[config.mk]
export PLATFORM = sky130hd
export DESIGN_NAME = vmp_sched
export DESIGN_NICKNAME = d
export VERILOG_FILES = /design/src/rtl/vmp_pkg.sv /design/src/rtl/vmp_issue.sv /design/src/rtl/vmp_interact.sv /design/src/rtl/vmp_accum.sv /design/src/rtl/vmp_sched.sv
export SDC_FILE = /design/constraint.sdc
export NUM_CORES = 1
export LEC_CHECK = 0
export ABC_AREA = 1
export BUFFER_PORTS_ARGS = -buffer_cell sky130_fd_sc_hd__buf_2
export CAP_MARGIN = 20
export CORE_UTILIZATION = 30
export DETAILED_ROUTE_END_ITERATION = 6
export PLACE_DENSITY = 0.55
export SETUP_SLACK_MARGIN = 0.15
export SYNTH_ARGS = -nofsm -noshare
export SYNTH_HDL_FRONTEND = slang
export SYNTH_SLANG_ARGS = --single-unit
[constraint.sdc]
create_clock -name clk -period 9.9 [get_ports clk]
set_input_delay 0.99 -clock clk [delete_from_list [all_inputs] [get_ports clk]]
set_output_delay 0.99 -clock clk [all_outputs]
set_load 0.03 [all_outputs]
[src/rtl/vmp_pkg.sv]
package vmp_pkg;
  localparam int DEF_NSLOT = 4;
  localparam int DEF_DW    = 8;
  localparam int DEF_AW    = 32;
  localparam int DEF_LAT   = 3;
endpackage

[src/rtl/vmp_issue.sv]
module vmp_issue #(
  parameter int NSLOT = 4,
  parameter int DW    = 8,
  parameter int SW    = 2
) (
  input  logic          clk,
  input  logic          rst_n,
  input  logic          src_valid,
  input  logic [DW-1:0] src_data,
  output logic          src_ready,
  output logic          iss_valid,
  output logic [SW-1:0] iss_slot,
  output logic [DW-1:0] iss_src
);
  localparam logic [SW-1:0] LAST = SW'(NSLOT - 1);

  logic          active;
  logic [SW-1:0] cnt;
  logic [DW-1:0] hold;
  logic          at_last;
  logic          take;

  assign at_last   = (cnt == LAST);
  assign src_ready = !active || at_last;
  assign take      = src_valid && src_ready;

  always_ff @(posedge clk) begin
    if (!rst_n) begin
      active <= 1'b0;
      cnt    <= '0;
      hold   <= '0;
    end else if (take) begin
      active <= 1'b1;
      cnt    <= '0;
      hold   <= src_data;
    end else if (active) begin
      if (at_last) begin
        active <= 1'b0;
        cnt    <= '0;
      end else begin
        cnt <= cnt + 1'b1;
      end
    end
  end

  assign iss_valid = active;
  assign iss_slot  = cnt;
  assign iss_src   = hold;
endmodule

[src/rtl/vmp_interact.sv]
module vmp_interact #(
  parameter int DW  = 8,
  parameter int SW  = 2,
  parameter int LAT = 3,
  localparam int PW = 2 * DW
) (
  input  logic          clk,
  input  logic          rst_n,
  input  logic          in_valid,
  input  logic [SW-1:0] in_slot,
  input  logic [DW-1:0] in_a,
  input  logic [DW-1:0] in_b,
  output logic          out_valid,
  output logic [SW-1:0] out_slot,
  output logic [PW-1:0] out_val,
  output logic          inflight
);
  logic [LAT-1:0] v_q;
  logic [SW-1:0]  s_q [LAT];
  logic [PW-1:0]  p_q [LAT];

  always_ff @(posedge clk) begin
    if (!rst_n) begin
      v_q[0] <= 1'b0;
      s_q[0] <= '0;
      p_q[0] <= '0;
    end else begin
      v_q[0] <= in_valid;
      s_q[0] <= in_slot;
      p_q[0] <= PW'(in_a) * PW'(in_b);
    end
  end

  for (genvar g = 1; g < LAT; g++) begin : g_stage
    always_ff @(posedge clk) begin
      if (!rst_n) begin
        v_q[g] <= 1'b0;
        s_q[g] <= '0;
        p_q[g] <= '0;
      end else begin
        v_q[g] <= v_q[g-1];
        s_q[g] <= s_q[g-1];
        p_q[g] <= p_q[g-1];
      end
    end
  end

  assign out_valid = v_q[LAT-1];
  assign out_slot  = s_q[LAT-1];
  assign out_val   = p_q[LAT-1];
  assign inflight  = |v_q;
endmodule

[src/rtl/vmp_accum.sv]
module vmp_accum #(
  parameter int NSLOT = 4,
  parameter int SW    = 2,
  parameter int PW    = 16,
  parameter int AW    = 32
) (
  input  logic          clk,
  input  logic          rst_n,
  input  logic          clr,
  input  logic          wb_valid,
  input  logic [SW-1:0] wb_slot,
  input  logic [PW-1:0] wb_val,
  input  logic [SW-1:0] rd_slot,
  output logic [AW-1:0] rd_data
);
  logic [AW-1:0] acc [NSLOT];

  for (genvar g = 0; g < NSLOT; g++) begin : g_slot
    always_ff @(posedge clk) begin
      if (!rst_n || clr) begin
        acc[g] <= '0;
      end else if (wb_valid && wb_slot == SW'(g)) begin
        acc[g] <= acc[g] + AW'(wb_val);
      end
    end
  end

  always_comb begin
    rd_data = '0;
    for (int i = 0; i < NSLOT; i++) begin
      if (rd_slot == SW'(i)) rd_data = acc[i];
    end
  end
endmodule

[src/rtl/vmp_sched.sv]
module vmp_sched #(
  parameter int NSLOT = vmp_pkg::DEF_NSLOT,
  parameter int DW    = vmp_pkg::DEF_DW,
  parameter int AW    = vmp_pkg::DEF_AW,
  parameter int LAT   = vmp_pkg::DEF_LAT,
  localparam int SW   = (NSLOT > 1) ? $clog2(NSLOT) : 1,
  localparam int PW   = 2 * DW
) (
  input  logic          clk,
  input  logic          rst_n,
  input  logic          tgt_we,
  input  logic [SW-1:0] tgt_slot,
  input  logic [DW-1:0] tgt_data,
  input  logic          src_valid,
  output logic          src_ready,
  input  logic [DW-1:0] src_data,
  input  logic          acc_clr,
  input  logic [SW-1:0] rd_slot,
  output logic [AW-1:0] rd_data,
  output logic          busy
);
  logic [DW-1:0] tgt_q [NSLOT];
  logic          iss_valid;
  logic [SW-1:0] iss_slot;
  logic [DW-1:0] iss_src;
  logic [DW-1:0] iss_tgt;
  logic          wb_valid;
  logic [SW-1:0] wb_slot;
  logic [PW-1:0] wb_val;
  logic          inflight;

  for (genvar g = 0; g < NSLOT; g++) begin : g_tgt
    always_ff @(posedge clk) begin
      if (!rst_n) tgt_q[g] <= '0;
      else if (tgt_we && tgt_slot == SW'(g)) tgt_q[g] <= tgt_data;
    end
  end

  always_comb begin
    iss_tgt = '0;
    for (int i = 0; i < NSLOT; i++) begin
      if (iss_slot == SW'(i)) iss_tgt = tgt_q[i];
    end
  end

  vmp_issue #(.NSLOT(NSLOT), .DW(DW), .SW(SW)) u_issue (
    .clk(clk), .rst_n(rst_n),
    .src_valid(src_valid), .src_data(src_data), .src_ready(src_ready),
    .iss_valid(iss_valid), .iss_slot(iss_slot), .iss_src(iss_src)
  );

  vmp_interact #(.DW(DW), .SW(SW), .LAT(LAT)) u_interact (
    .clk(clk), .rst_n(rst_n),
    .in_valid(iss_valid), .in_slot(iss_slot), .in_a(iss_tgt), .in_b(iss_src),
    .out_valid(wb_valid), .out_slot(wb_slot), .out_val(wb_val),
    .inflight(inflight)
  );

  vmp_accum #(.NSLOT(NSLOT), .SW(SW), .PW(PW), .AW(AW)) u_accum (
    .clk(clk), .rst_n(rst_n), .clr(acc_clr),
    .wb_valid(wb_valid), .wb_slot(wb_slot), .wb_val(wb_val),
    .rd_slot(rd_slot), .rd_data(rd_data)
  );

  assign busy = iss_valid || inflight;
endmodule

Word-level counts from Yosys, hierarchy flattened

Memories as Yosys holds them, arrays and structs flattened.
Cells that the tools add are included.

Flip-flop bits (word level): 14
RAM bits: 214
Input bits: 25
Output and inout port bits: 34
Logic and storage cells: 117
Memories: 4

Memories:

| name           | words | bits a word | rd ports | clocked after Yosys merged registers in | wr ports | RTL line           | text |
|---|---|---|---|---|---|---|---|
| u_accum.acc    | 4     | 32          | 4        | 0                                       | 4        | vmp_accum.sv:16    | `logic [AW-1:0] acc [NSLOT];` |
| u_interact.p_q | 3     | 16          | 3        | 0                                       | 3        | vmp_interact.sv:20 | `logic [PW-1:0] p_q [LAT];` |
| tgt_q          | 4     | 8           | 4        | 0                                       | 4        | vmp_sched.sv:22    | `logic [DW-1:0] tgt_q [NSLOT];` |
| u_interact.s_q | 3     | 2           | 3        | 0                                       | 3        | vmp_interact.sv:19 | `logic [SW-1:0] s_q [LAT];` |

Add/subtract/negate cells: 5
$mul: 1
Eq/ne operators: 12
Mux-type cells: 54
Bitwise gates (word level): 15
Reductions and logical operators: 20

Operators with widths:

| cell                                                | number |
|---|---|
| 2-to-1 mux 32 bit                                   | 8 |
| adder 32 x 16 -> 32 bit                             | 4 |
| 2-to-1 mux 8 bit                                    | 8 |
| 2-to-1 mux 16 bit                                   | 3 |
| 2-to-1 mux 1 bit                                    | 31 |
| equality test 2 bit, second input constant          | 8 |
| multiplier 8 x 8 -> 16 bit                          | 1 |
| bitwise OR 1 bit                                    | 14 |
| logical AND 1 bit                                   | 9 |
| equality test 2 x 1 -> 1 bit, second input constant | 4 |
| logical NOT 2 bit                                   | 4 |
| 2-to-1 mux 2 bit                                    | 4 |
| logical OR 1 bit                                    | 3 |
| OR reduction 3 bit                                  | 1 |
| adder 2 x 1 -> 2 bit, second input constant         | 1 |
| logical NOT 1 bit                                   | 2 |
| OR reduction 2 bit                                  | 1 |
| NOT 1 bit                                           | 1 |

Depth between registers and ports, before layout

Gate-level depths: netlist of the first run.

Depth in word-level cells: 7
Depth in mapped cells: 28
Mapped depth without buffers: 27

Hierarchy

Synthesis of the first run repeated with hierarchy kept, for this count alone.

Cells, all modules: 2639
Area, all modules: 18129.9 µm²

Modules (own cells, without submodules):

| module       | times used | cells each | area each (µm²) | seq. area each (µm²) |
|---|---|---|---|---|
| vmp_accum    | 1          | 1885       | 12139.1         | 3843.7 |
| vmp_interact | 1          | 546        | 3957.5          | 1141.1 |
| vmp_sched    | 1          | 136        | 1508.9          | 960.9 |
| vmp_issue    | 1          | 72         | 524.3           | 220.2 |

Least setup slack after synthesis of the first run

No wires, ideal clock.

Kind: register -> register
Start point: reg u_issue.cnt[0] (netlist: u_issue.iss_slot[0])
End point: mem u_interact.p_q[0][14]
Library setup time: 113 ps
Arrival: 4598 ps
Required time: 9787 ps
Path slack: 5189 ps
Cell stages (with the launch flop): 24
Buffers on the path: 1
Period minus slack after synthesis: 4711 ps
Cells stage by stage: dfxtp_1 > inv_1 > ha_1 > buf_2 > inv_2 > o21ai_0 > a21oi_1 > a21oi_2 > or2_2 > fa_1 > fa_1 > inv_1 > fa_1 > inv_1 > fa_1 > inv_1 > ha_1 > nand2_1 > nand2_1 > a21oi_1 > nand2_1 > a21o_1 > nor2_1 > nor2_1

RTL lines:

| element                | RTL line           | text |
|---|---|---|
| from (decl)            | vmp_issue.sv:18    | `logic [SW-1:0] cnt;` |
| from (signal assigned) | vmp_issue.sv:41    | `cnt <= cnt + 1'b1;` |
| to (decl)              | vmp_interact.sv:20 |  |

==> summary by stage, run 1 <==
Drt
For this block, the routed nets add up to between 50000 and 60000 µm of wire. The post-detailed-route DRC marker count is 0. In the final routed layout, each cell accounts on average for between 15 and 20 µm. The detailed router used layers up to and including met4. The via count of the routed design is around 16k.

In the final routing, the length of wire on met1 measures about 25000 µm. After the first detailed-routing iteration, the DRC count stood at between 1k and 1.5k. The first TritonRoute pass finished after 7 iterations. The routed design uses around 23000 µm of met2 wire.

The antenna violation net count after detailed routing is 0. After detailed routing, the number of vias per cell comes to ~4.7. The total length of routed met3 wires is roughly 2700 µm.

Finish
The post-layout utilization of the core is 0.338. The area growth from synthesis to layout is 11.2%. Of the cells placed in the final design, the portion with a size suffix greater than 1 is 0.0747. The design area is slightly below 0.02 mm². The final layout net count is between 2k and 3k. The finished layout holds about 3.4k standard cells, fillers aside. The repair_antennas step left the layout with diodes totalling 0.

STA
The final-report setup violation count is 0. The final critical delay including setup and external delays is just over 5 ns. The share of the clock period used by the worst path after layout is 0.514. In this run the tightest slew margin relative to its limit is 0.498. The final worst slack is between 4 and 5 ns. The worst slack on hold paths is 0.404 ns. Setup repair after global routing left no endpoint under its margin. Clock skew on the completed layout was measured at ~0.012 ns.

The final-report hold violation count is 0. The post-route setup TNS is 0 ns. For the pin with the worst max-slew slack, the measured transition is about 0.75 ns.

The max-slew violation count is 0. Based on the critical path, the design can be clocked at up to 0.197 GHz.

Setup path
Tracing the worst setup path back leads to its startpoint at u_issue.iss_slot[1]$_SDFFE_PP0P_. The highest net fanout along the worst path is 9. The worst setup path is captured at a register. The kind of critical path is reg2reg. STA classifies the critical path startpoint as a register. On the worst path, the slowest cell contributes a delay of about 0.54 ns.

In this run the critical register-to-register path is launched from u_issue.iss_slot[1]$_SDFFE_PP0P_. The cell type of the slowest stage on the worst timing path is fa_1. In this design, the critical path's most frequently occurring cell is inv_1. Data on the critical path is required at its endpoint by 10.35 ns. Walking the worst path, the cells encountered are inv_1, ha_1, inv_2, nand3_1, nand2_1, o211ai_1, o21ai_0, inv_1, nor2_1, fa_1, fa_1, fa_1, inv_1, fa_1, inv_1, ha_1, inv_1, o21ai_0, a21oi_1, o21ai_0, nand2_1, nand2_1, nor2_1. Data arrives at the worst endpoint at approximately 5.5 ns. The register-to-register path setup slack is ~4.8 ns.

Synthesis
The fraction of synthesis flops using an asynchronous set or reset pin is 0. The fraction of post-synthesis cell area in the top cell type by area is 0.274. The number of nets handed over by synthesis was roughly 2.7k. The flip-flop cell with the highest count after synthesis is edfxtp_1. The sequential cell area fraction in the yosys report is 0.351.

The yosys synthesis warning count is 0. The number of distinct standard cells referenced by the synthesized netlist is 40. Synthesis handed over a netlist of about 2.5k instances. Summing every instance area after synthesis gives 0.0175 mm².

Sorting the synthesized cells by how often they occur yields nand2_1 (740), inv_1 (434), nor2_1 (322). The most used standard cell by instance count after synthesis is nand2_1. The post-synthesis sequential element count is ~230. By area the synthesized netlist is led by edfxtp_1 (27%), nand2_1 (16%), inv_1 (9.3%), dfxtp_1 (7.8%), ha_1 (7.4%). The number of synthesized flops with an enable pin is 160. The synthesized design spends more area on one cell type than any other, namely edfxtp_1. The synthesized area per cell is just under 7 µm².

Power and ir drop
The leakage power is approximately 9.6 nW. The design draws around 2.5 mW. VDD sags by at most approximately 120 µV.

The power density normalized to cell area is 128 mW/mm².

Floorplan
The starting density of the core is 0.304. After floorplanning, the core was sized to cover 0.0577 mm². The die footprint is a little under 0.06 mm². In this run the vertical extent of the chip is ~240 µm. In this run the horizontal extent of the chip is between 200 and 250 µm. The I/O pin count is just under 60. The placement row count is 88.

Placed design
The wire-length estimate of the detail-placed layout is between 40000 and 50000 µm. In this run, placement finished with an instance count of roughly 3.3k. Input and output buffers added on the ports amount to just under 60. The minimum setup slack after placement is between 4 and 5 ns. The final estimated routing congestion in global placement is between 0.9 and 1. The instance area at placement is around 0.019 mm².

Status
The flow ran to the end, and the final reports show no timing, DRC or antenna violations.

CTS
The clock tree root buffer cell is clkbuf_16. In this run, post-CTS repair resized a total of 0 instances. The source-to-sink clock delay at the later pin of the worst-skew pair is about 0.56 ns.

The number of buffers added by the clock tree synthesis step is 27. Counting along the longest clock path gives a buffer depth of 3. In this run the post-CTS setup repair buffer count came out at 0. TritonCTS built the clock tree. Clock-pin slew was measured on the worst setup and hold paths at 0.06 ns. In this run the number of H-tree levels came out at 1. In this run, post-CTS hold repair placed 0 buffers. Clock tree synthesis found a total of around 230 sinks.

Min path
In this run the most critical hold path is launched from u_interact.p_q[1][4]$_SDFF_PN0_. The worst hold-check path type is reg2reg.

Global route
The via count of the first global-routing pass is 14.8k. The largest net degree at the start of global routing is 73. The total overflow left after global routing is 0. The overall fraction of global-route tracks in use is 0.178. The initial antenna violation count is 0. The first-pass GRT wire length is just over 80000 µm.

Run
The number of violations of the max-capacitance limit is 0.
-- routing by layer --
layer	global-route usage	up-vias
met5	0	-
met4	0.0561	0
met3	0.0215	75
met2	0.284	441
met1	0.249	7103
li1	-	8191
-- flip-flops by register name (all words and copies together), names as in the netlist --
| signal | count |
|---|---|
| u_accum.acc | 128 |
| u_interact.p_q | 48 |
| tgt_q | 32 |
| u_issue.iss_src | 8 |
| u_interact.s_q | 6 |
| u_interact.v_q | 2 |
| u_issue.iss_slot | 2 |
| u_interact.out_valid | 1 |
| u_issue.iss_valid | 1 |
-- worst max-delay path, delay by kind of cell, from the launching register on --
kind                     cells  cell delay (ns)
AND/OR/NAND/NOR              6             0.56
adder cells (fa/ha/maj)      6             2.63
buffers and inverters        6             0.63
AO/OA/AOI/OAI                5             0.80
flip-flops                   1             0.37
-- logic make-up (layout without fill, tap and decap cells) --
logic type,after synthesis,count (layout),share of synthesized area
XOR/XNOR,1,1,0.000499
AND/OR/NAND/NOR,1369,1369,0.330
buffers and inverters,489,568,0.108
adder cells (fa/ha/maj),144,144,0.120
AO/OA/AOI/OAI,301,301,0.0910
flip-flops,228,228,0.351
-- power breakdown --
group / internal, mW / switching [mW] / total [mW] / leakage (nW)
Clock: 0.538 / 0.427 / 0.965 / 0.415
Combinational: 0.126 / 0.286 / 0.411 / 6.85
Sequential: 1.08 / 0.0473 / 1.13 / 2.30
Total: 1.74 / 0.760 / 2.50 / 9.56
-- layout make-up --
| class | count | area, µm² |
|---|---|---|
| Fill cell | 6310 | 38200 |
| Multi-Input combinational cell | 1815 | 9490 |
| Tap cell | 765 | 957 |
| Clock buffer | 32 | 747 |
| Clock inverter | 15 | 88.8 |
| Timing Repair Buffer | 68 | 365 |
| Inverter | 453 | 1700 |
| Sequential cell | 228 | 6170 |
-- path summary, 6_finish.rpt --
| check | end | depth (start not counted) |
|---|---|---|
| min reg2reg | u_interact.p_q[2][4]$_SDFF_PN0_ | 2 |
| max | u_interact.p_q[0][13]$_SDFF_PN0_ | 23 |
| max reg2reg | u_interact.p_q[0][13]$_SDFF_PN0_ | 23 |
| min | u_interact.p_q[2][4]$_SDFF_PN0_ | 2 |
-- placed cells by master (no fill, tap or decap), drive strengths merged, types with 13 or more instances in the layout --
| master | n |
|---|---|
| a21oi | 176 |
| buf | 68 |
| clkbuf | 32 |
| clkinv | 14 |
| dfxtp | 68 |
| edfxtp | 160 |
| fa | 40 |
| ha | 104 |
| inv | 453 |
| nand2 | 760 |
| nand3 | 150 |
| nand4 | 44 |
| nor2 | 352 |
| nor3 | 34 |
| o21ai | 86 |
| or2 | 13 |
No activity file was read; power rests on OpenSTA's default activity.
==> inputs of run 2 (changes only) <==
--- a/config.mk
+++ b/config.mk
@@ -10,7 +10,7 @@
 export CAP_MARGIN = 20
 export CORE_UTILIZATION = 30
 export DETAILED_ROUTE_END_ITERATION = 6
-export PLACE_DENSITY = 0.55
+export PLACE_DENSITY = 0.57
 export SETUP_SLACK_MARGIN = 0.15
 export SYNTH_ARGS = -nofsm -noshare
 export SYNTH_HDL_FRONTEND = slang
==> constraint.sdc (replaced) <==
create_clock -name clk -period 4.4 [get_ports clk]
set_input_delay 0.44 -clock clk [delete_from_list [all_inputs] [get_ports clk]]
set_output_delay 0.44 -clock clk [all_outputs]
set_load 0.03 [all_outputs]
==> run 2 against run 1 <==
  * The flow now finishes with violations (negative setup slack)
  * Flip-flop and latch count is the same
  * Cell area grew 3.4%
  * Clock skew grew 0.0016 ns
  * Via count grew 1.6%
  * Clock power grew 140%
==> summary by stage, run 2 (synthesis gave the netlist of run 1 again) <==
Drt
The antenna violation net count after detailed routing is 0. Wires add up to 53900 µm. The detailed-router iteration count before antenna repair is 5. The vias per cell is 4.70.

The post-detailed-route DRC marker count is 0. The via count of the routed design is about 16k. In the final routed layout, each cell accounts on average for 15.8 µm.

The count of routing violations after the opening detailed-route iteration is roughly 1.2k.

CTS
The CTS tree is yes. The number of buffers added by the clock tree synthesis step is 29. The clock tree root buffer cell is clkbuf_16. For this design, the sink count on the clock tree is 228. The deepest level of the CTS H-tree is 1. After clock tree synthesis, the clock-pin slew on the worst setup and hold paths is ~0.06 ns. The clock passes through at most 3 buffers.

Clock latency on the worst-skew pair, taken at its later pin, is 0.58 ns.

STA
The max-slew violation count was 0. The final worst slack is -0.0945 ns. In the finished design, the share of the clock period the worst path needs comes to 1.02. The final-report setup violation count is 3. After routing, the total negative slack on setup checks comes to -0.237 ns.

The final critical delay including setup and external delays is 4.49 ns. The actual transition at the worst max-transition pin is 0.950 ns. Setup repair after global routing could not meet its margin everywhere.

In this run the tightest slew margin relative to its limit is 0.366. The highest clock frequency the design can meet is 0.222 GHz. The worst slack on hold paths is 0.143 ns. Across the routed clock network, the largest skew measured is ~0.014 ns. The final-report hold violation count is 0.

Placed design
Summing all placed instances gives a cell area of between 0.015 and 0.02 mm². Routability-driven placement finished with a final weighted congestion of 0.968. The number of instances in the placed design is ~3.4k. Before CTS, the worst setup slack after placement is -0.138 ns. The half-perimeter wire length of the detailed placement result is 42400 µm.

During placement, the flow inserted port buffers numbering slightly below 60.

Finish
The finished layout holds approximately 3.4k standard cells, fillers aside. The post-layout utilization of the core is 0.350. The most common cell after layout, fill and taps aside is nand2_1.

In the final layout, the registers with the most flip-flops are u_accum.acc: 128 flops, u_interact.p_q: 48 flops, tgt_q: 32 flops. The flip-flop count of the largest register, all copies and words added is 128. In the final layout, the share of cells above drive strength 1 is 0.115. For this run, the post-layout net count is about 2.8k. The register ranked first by flip-flop count is u_accum.acc. The filler cells instantiated in the layout total around 6.3k. The design area is around 0.020 mm².

From synthesis to final layout, the design area changed by 15.0%. The top cell types in the final layout, fill and taps aside, are nand2_1 (735), inv_1 (417), nor2_1 (311), a21oi_1 (167), edfxtp_1 (160).

Setup path
The reg-to-reg critical path endpoint is u_interact.p_q[0][15]$_SDFF_PN0_. The critical path is of the reg2reg type. In this run the critical register-to-register path is launched from u_issue.iss_slot[1]$_SDFFE_PP0P_.

The register-to-register path setup slack is -0.09 ns. The required time of the worst setup path is 4.88 ns. The data arrival time of the critical path is around 5 ns. The number of cells on the worst reg-to-reg path is 25. The highest net fanout along the worst path is 5. The worst setup path is captured at a register.

The critical path launch point type is a register.

Min path
The path class of the tightest hold or removal check is in2reg. For hold timing, the worst endpoint is u_issue.iss_src[2]$_SDFFE_PN0P_. The cell count of the worst hold path is 3. The startpoint identified for the worst hold timing path is src_data[2].

Power and ir drop
The analysis attributes to cell leakage a power of about 10 nW. The largest vdd supply drop is around 230 µV. In this run the power density over the cells is between 200 and 300 mW/mm². The sum of internal, switching and leakage power is about 6 mW.

Floorplan
The vertical extent of the die is about 240 µm. The I/O pin count is 59. The die footprint is ~0.06 mm². After floorplanning, the core was divided into 88 placement rows. After floorplanning, the core was sized to cover 0.0577 mm². The die is around 240 µm wide. The initial utilization of the core area, before any placement, comes to 0.304.

Run
The number of violations of the max-capacitance limit is 0.

Status
The run finished, with violations left. The final reports fail on negative setup slack.

Global route
The initial antenna violation count is 3. The overall fraction of global-route tracks in use is 0.179. The remaining global-route overflow is 0. The via count of the first global-routing pass is between 15k and 20k. The first global-routing pass estimated around 84000 µm of wire. The largest net degree at the start of global routing is around 70.
-- run 2: cell count changes in the layout (fill, tap and decap cells not counted), sizes merged --
cell,previous run,this run
buf,68,105
clkbuf,32,35
clkinv,14,16
diode,0,1
inv,453,454
-- run 2: critical path, cell delays in order, from the launching register on --
cell and delay (ns):
dfxtp_4 0.38, inv_6 0.05, ha_4 0.18, buf_4 0.14, a21oi_1 0.11, nand2_1 0.06, o211ai_1 0.10, o21ai_2 0.11
inv_2 0.11, nor2_2 0.05, fa_1 0.58, fa_1 0.44, fa_1 0.51, inv_1 0.05, fa_1 0.49, inv_2 0.05
ha_4 0.27, inv_2 0.04, o21ai_2 0.19, nand2_1 0.10, nand2_2 0.09, nand2_2 0.06, nand3_2 0.08, nand2_1 0.05
nand2_1 0.05, nor2_1 0.04
-- run 2: cell type report --
class / count / area [µm²] / area share
antenna: 1 / 2.50 / 0.000124
clock buffer: 35 / 822 / 0.0407
timing repair buffer: 105 / 654 / 0.0324
tap: 765 / 957 / 0.0474
inverter: 453 / 1720 / 0.0851
sequential: 228 / 6170 / 0.306
clock inverter: 18 / 114 / 0.00564
multi-input combinational: 1815 / 9740 / 0.483
-- run 2: how the worst max path moves through the flow --
stage | start | endpoint | slack, ns | depth (start not counted)
after floorplan | u_issue.iss_slot[1]$_SDFFE_PP0P_ | u_interact.p_q[0][14]$_SDFF_PN0_ | 0.10 | 23
after global placement | u_issue.iss_slot[0]$_SDFFE_PP0P_ | u_interact.p_q[0][15]$_SDFF_PN0_ | -0.11 | 24
after detailed placement | u_issue.iss_slot[0]$_SDFFE_PP0P_ | u_interact.p_q[0][14]$_SDFF_PN0_ | -0.14 | 23
after CTS | u_issue.iss_slot[1]$_SDFFE_PP0P_ | u_interact.p_q[0][14]$_SDFF_PN0_ | -0.06 | 23
after global routing | u_issue.iss_slot[1]$_SDFFE_PP0P_ | u_interact.p_q[0][15]$_SDFF_PN0_ | -0.34 | 25
final | u_issue.iss_slot[1]$_SDFFE_PP0P_ | u_interact.p_q[0][15]$_SDFF_PN0_ | -0.09 | 25
-- run 2: layer usage --
| metal | GRT usage | routed length [µm] | vias up |
|---|---|---|---|
| met4 | 0.0662 | 2100 | 2 |
| met2 | 0.294 | 24300 | 406 |
| met3 | 0.0252 | 3270 | 92 |
| met1 | 0.237 | 24300 | 7275 |
| met5 | 0 | 17 | - |
| li1 | - | - | 8288 |
-- run 2: what timing repair did --
| action | CTS | global route |
|---|---|---|
| pin swaps | 18 | 14 |
| buffers inserted | 5 | 3 |
| hold buffers | 0 | 0 |
| gates resized for setup | 15 | 28 |
| setup endpoints to repair | 10 | 11 |
-- run 2: power breakdown --
group / internal [mW] / switching (mW)
sequential: 2.43 / 0.124
combinational: 0.393 / 0.710
clock: 1.34 / 1.02
==> inputs of run 3 (changes only) <==
--- a/config.mk
+++ b/config.mk
@@ -10,7 +10,7 @@
 export CAP_MARGIN = 20
 export CORE_UTILIZATION = 30
 export DETAILED_ROUTE_END_ITERATION = 6
-export PLACE_DENSITY = 0.57
+export PLACE_DENSITY = 0.55
 export SETUP_SLACK_MARGIN = 0.15
 export SYNTH_ARGS = -nofsm -noshare
 export SYNTH_HDL_FRONTEND = slang
==> constraint.sdc (replaced) <==
create_clock -name clk -period 5.7 [get_ports clk]
set_input_delay 0.57 -clock clk [delete_from_list [all_inputs] [get_ports clk]]
set_output_delay 0.57 -clock clk [all_outputs]
set_load 0.03 [all_outputs]
==> run 3 against run 2 <==
  * The flow now finishes without violations
  * Clock skew down 0.0030 ns
  * Critical path depth is 2 lower
  * Critical path type unchanged
  * Flip-flop and latch count stayed put
  * Non-clock buffer count decreased by 36
  * Combinational power fell by 35%
  * Via count down 1.8%
  * Clock-buffer cell count rose by 2
  * Maximum frequency down 11%
  * Power is 24% lower
  * Highest routed layer is now met4
  * Wire length shrank 1.2%
==> summary by stage, run 3 (synthesis gave the netlist of run 1 again) <==
CTS
The CTS tree is yes. In this run the clock root is driven by a clkbuf_16. Counting along the longest clock path gives a buffer depth of 3. In this run the number of H-tree levels came out at 1. The clock-pin transition on the worst setup and hold timing paths is ~0.060 ns.

The number of sinks driven by the clock tree is ~230. The number of hold-repair buffers added at the cts stage is 0. The clock reaches the later pin of the worst-skew pair after around 0.58 ns. TritonCTS created 28 clock buffers. The setup fix buffers added after clock tree synthesis is 0.

Finish
Of the cells placed in the final design, the portion with a size suffix greater than 1 is 0.0768. Compared with the post-synthesis result, the final layout area differs by 12.1%. Leaving out fill and tap cells, the most frequent cells in the layout are nand2_1 (740), inv_1 (433), nor2_1 (321), a21oi_1 (175), edfxtp_1 (160).

The most common cell after layout, fill and taps aside is nand2_1. Ranked by flip-flop count, first place goes to u_accum.acc. Counting the fill cells in the layout gives approximately 6.3k. The register with the most flip-flops in the layout has roughly 130 of them. Excluding fillers, the count of instances in the completed layout stands at about 3.4k. The final layout net count is approximately 2.8k.

The largest registers in the layout are u_accum.acc: 128 flops, u_interact.p_q: 48 flops, tgt_q: 32 flops.

Floorplan
The die covers between 0.05 and 0.06 mm². The starting density of the core is 0.304. The placement row count is 88.

Measured along the y axis, the die boundary spans roughly 240 µm. The area of the placeable core is 0.0577 mm². The I/O pin count is 59. The width of the die is 244 µm.

Drt
After detailed routing, the number of vias per cell comes to about 4.7. The first TritonRoute pass finished after 7 iterations. The routed wirelength normalized by instance count is between 15 and 20 µm. In the routed design, unresolved DRC markers number 0. The final wirelength is between 50000 and 60000 µm.

The via count of the routed design is ~16k. In this run the remaining antenna-violating nets after routing total 0. The count of routing violations after the opening detailed-route iteration is between 1k and 1.5k.

Setup path
The kind of end point of the critical path is a register. Setup slack on the worst reg-to-reg path comes out at 0.65 ns. The critical path starts at u_issue.iss_slot[0]$_SDFFE_PP0P_. The worst setup path is launched from a register. Counting stages on the worst path, the most repeated cell is nand2_1.

Walking the worst path, the cells encountered are inv_1, ha_1, inv_2, o21ai_0, a21oi_1, a21oi_2, or2_2, fa_1, fa_1, inv_1, fa_1, inv_1, fa_1, inv_1, ha_1, nand2_1, nand2_1, a21oi_1, nand2_1, a21o_1, nand2_1, nand2_1, nor2_1. Data on the critical path is required at its endpoint by around 6.2 ns. The data arrival time of the critical path is around 5.6 ns. On the critical path the largest part of the delay comes from adder cells. The worst setup path is of the reg2reg kind. The critical path contains buffers and inverters numbering 5 combined. The cell type of the slowest stage on the worst timing path is fa_1. The highest net fanout along the worst path is 9.

The maximum single-stage delay on the critical path is approximately 0.54 ns. The launch instance of the worst register-to-register path is u_issue.iss_slot[0]$_SDFFE_PP0P_.

STA
Dividing the final minimum period by the clock period gives 0.886. The highest clock frequency the design can meet is approximately 0.2 GHz. Setup repair after global routing left no endpoint under its margin.

The clock skew after layout is ~0.011 ns. The final critical delay including setup and external delays is approximately 5.1 ns. The max-slew violation count came to 0. The tightest slew margin relative to the limit is 0.481.

After routing, the total negative slack on setup checks comes to 0 ns. The actual transition at the worst max-transition pin is between 0.7 and 0.8 ns. The tightest hold path in the finished design has a slack of about 0.28 ns.

Setup violations remaining at the end of the flow were counted as 0. The final-report hold violation count came to 0.

Global route
For this run the aggregate overflow at the end of global routing stands at 0. The via count of the first global-routing pass is around 15k. For met2 alone, demand over resource in global routing was 0.286. Entering global routing, the biggest net connects 73 pins.

In the global route stage, met3 resource usage came out at 0.0219. The first global-routing pass estimated approximately 84000 µm of wire. The initial antenna violation count is 0. For this run, global-route usage on met1 was measured as 0.246. In this run the most used layer during global routing was met2. For this run, the total global-route usage over all layers was measured as 0.179.

Power and ir drop
Across the VDD grid, the largest voltage drop is around 180 µV. The leakage power is around 9.6 nW. The sum of internal, switching and leakage power is about 4.6 mW. Power spread over the standard cell area amounts to ~230 mW/mm².

Status
The run finished with clean final reports.

Min path
In this run the most critical hold path is launched from src_data[0]. In this run the worst hold path is classified as in2reg.

Placed design
The number of port buffers is between 50 and 60. The half-perimeter wire length of the detailed placement result is 41900 µm. Routability-driven placement finished with a final weighted congestion of about 0.95. The number of instances in the placed design is 3330.

Run
The tool flagged a number of max-cap violations equal to 0.
run 3: cell types whose count changed in the layout (fill, tap and decap cells not counted), sizes merged:
cell / previous run / this run
buf: 105 / 69
bufinv: 0 / 3
clkbuf: 35 / 37
clkinv: 16 / 12
clkinvlp: 1 / 0
inv: 454 / 453
run 3: worst reg2reg max path, stage by stage, from the launching register on:
cell and delay (ns):
dfxtp_1 0.39, inv_1 0.11, ha_1 0.33, inv_2 0.17, o21ai_0 0.12, a21oi_1 0.19
a21oi_2 0.05, or2_2 0.30, fa_1 0.52, fa_1 0.54, inv_1 0.05, fa_1 0.53
inv_1 0.05, fa_1 0.52, inv_1 0.04, ha_1 0.34, nand2_1 0.08, nand2_1 0.07
a21oi_1 0.12, nand2_1 0.11, a21o_1 0.18, nand2_1 0.05, nand2_1 0.04, nor2_1 0.10
run 3: stage by stage:
| stage | util | instance area (µm²) | setup slack (ns) |
|---|---|---|---|
| after detailed placement | 0.324 | 18700 | 0.638 |
| after floorplan | - | 17500 | 0.989 |
| final | 0.341 | 19700 | 0.649 |
| after global routing | 0.341 | 19700 | 0.199 |
| after global placement | 0.324 | 18700 | 0.640 |
| after CTS | 0.341 | 19700 | 0.617 |
run 3: area by class of cell:
class,count,area (µm²),share of cell area
antenna,1,2.50,0.000127
clock buffer,37,808,0.0411
clock inverter,15,171,0.00871
inverter,453,1700,0.0866
multi-input combinational,1815,9490,0.482
sequential,228,6170,0.313
tap,765,957,0.0487
timing repair buffer,69,373,0.0190
run 3: repair_timing:
action / 4_1_cts / 5_1_grt
setup endpoints to repair: 0 / 1
resized for setup: 0 / 1
endpoints found under the hold margin: 0 / 0
run 3: final timing paths:
path / endpoint / depth (start not counted)
setup / recovery: u_interact.p_q[0][14]$_SDFF_PN0_ / 23
setup reg to reg: u_interact.p_q[0][14]$_SDFF_PN0_ / 23
hold / removal: u_issue.iss_src[0]$_SDFFE_PN0P_ / 3
hold reg to reg: u_interact.p_q[2][4]$_SDFF_PN0_ / 2
run 3: power breakdown:
group / leakage, nW / switching [mW] / internal, mW
clock network: 0.485 / 0.773 / 1.14
registers: 2.30 / 0.0822 / 1.87
logic: 6.85 / 0.498 / 0.220
total: 9.63 / 1.35 / 3.23
run 3: per-layer routing:
layer | up-vias | wire length (µm)
met5 | - | 0
met4 | 0 | 2290
met3 | 100 | 2690
met2 | 397 | 23100
met1 | 7073 | 25200
li1 | 8203 | -
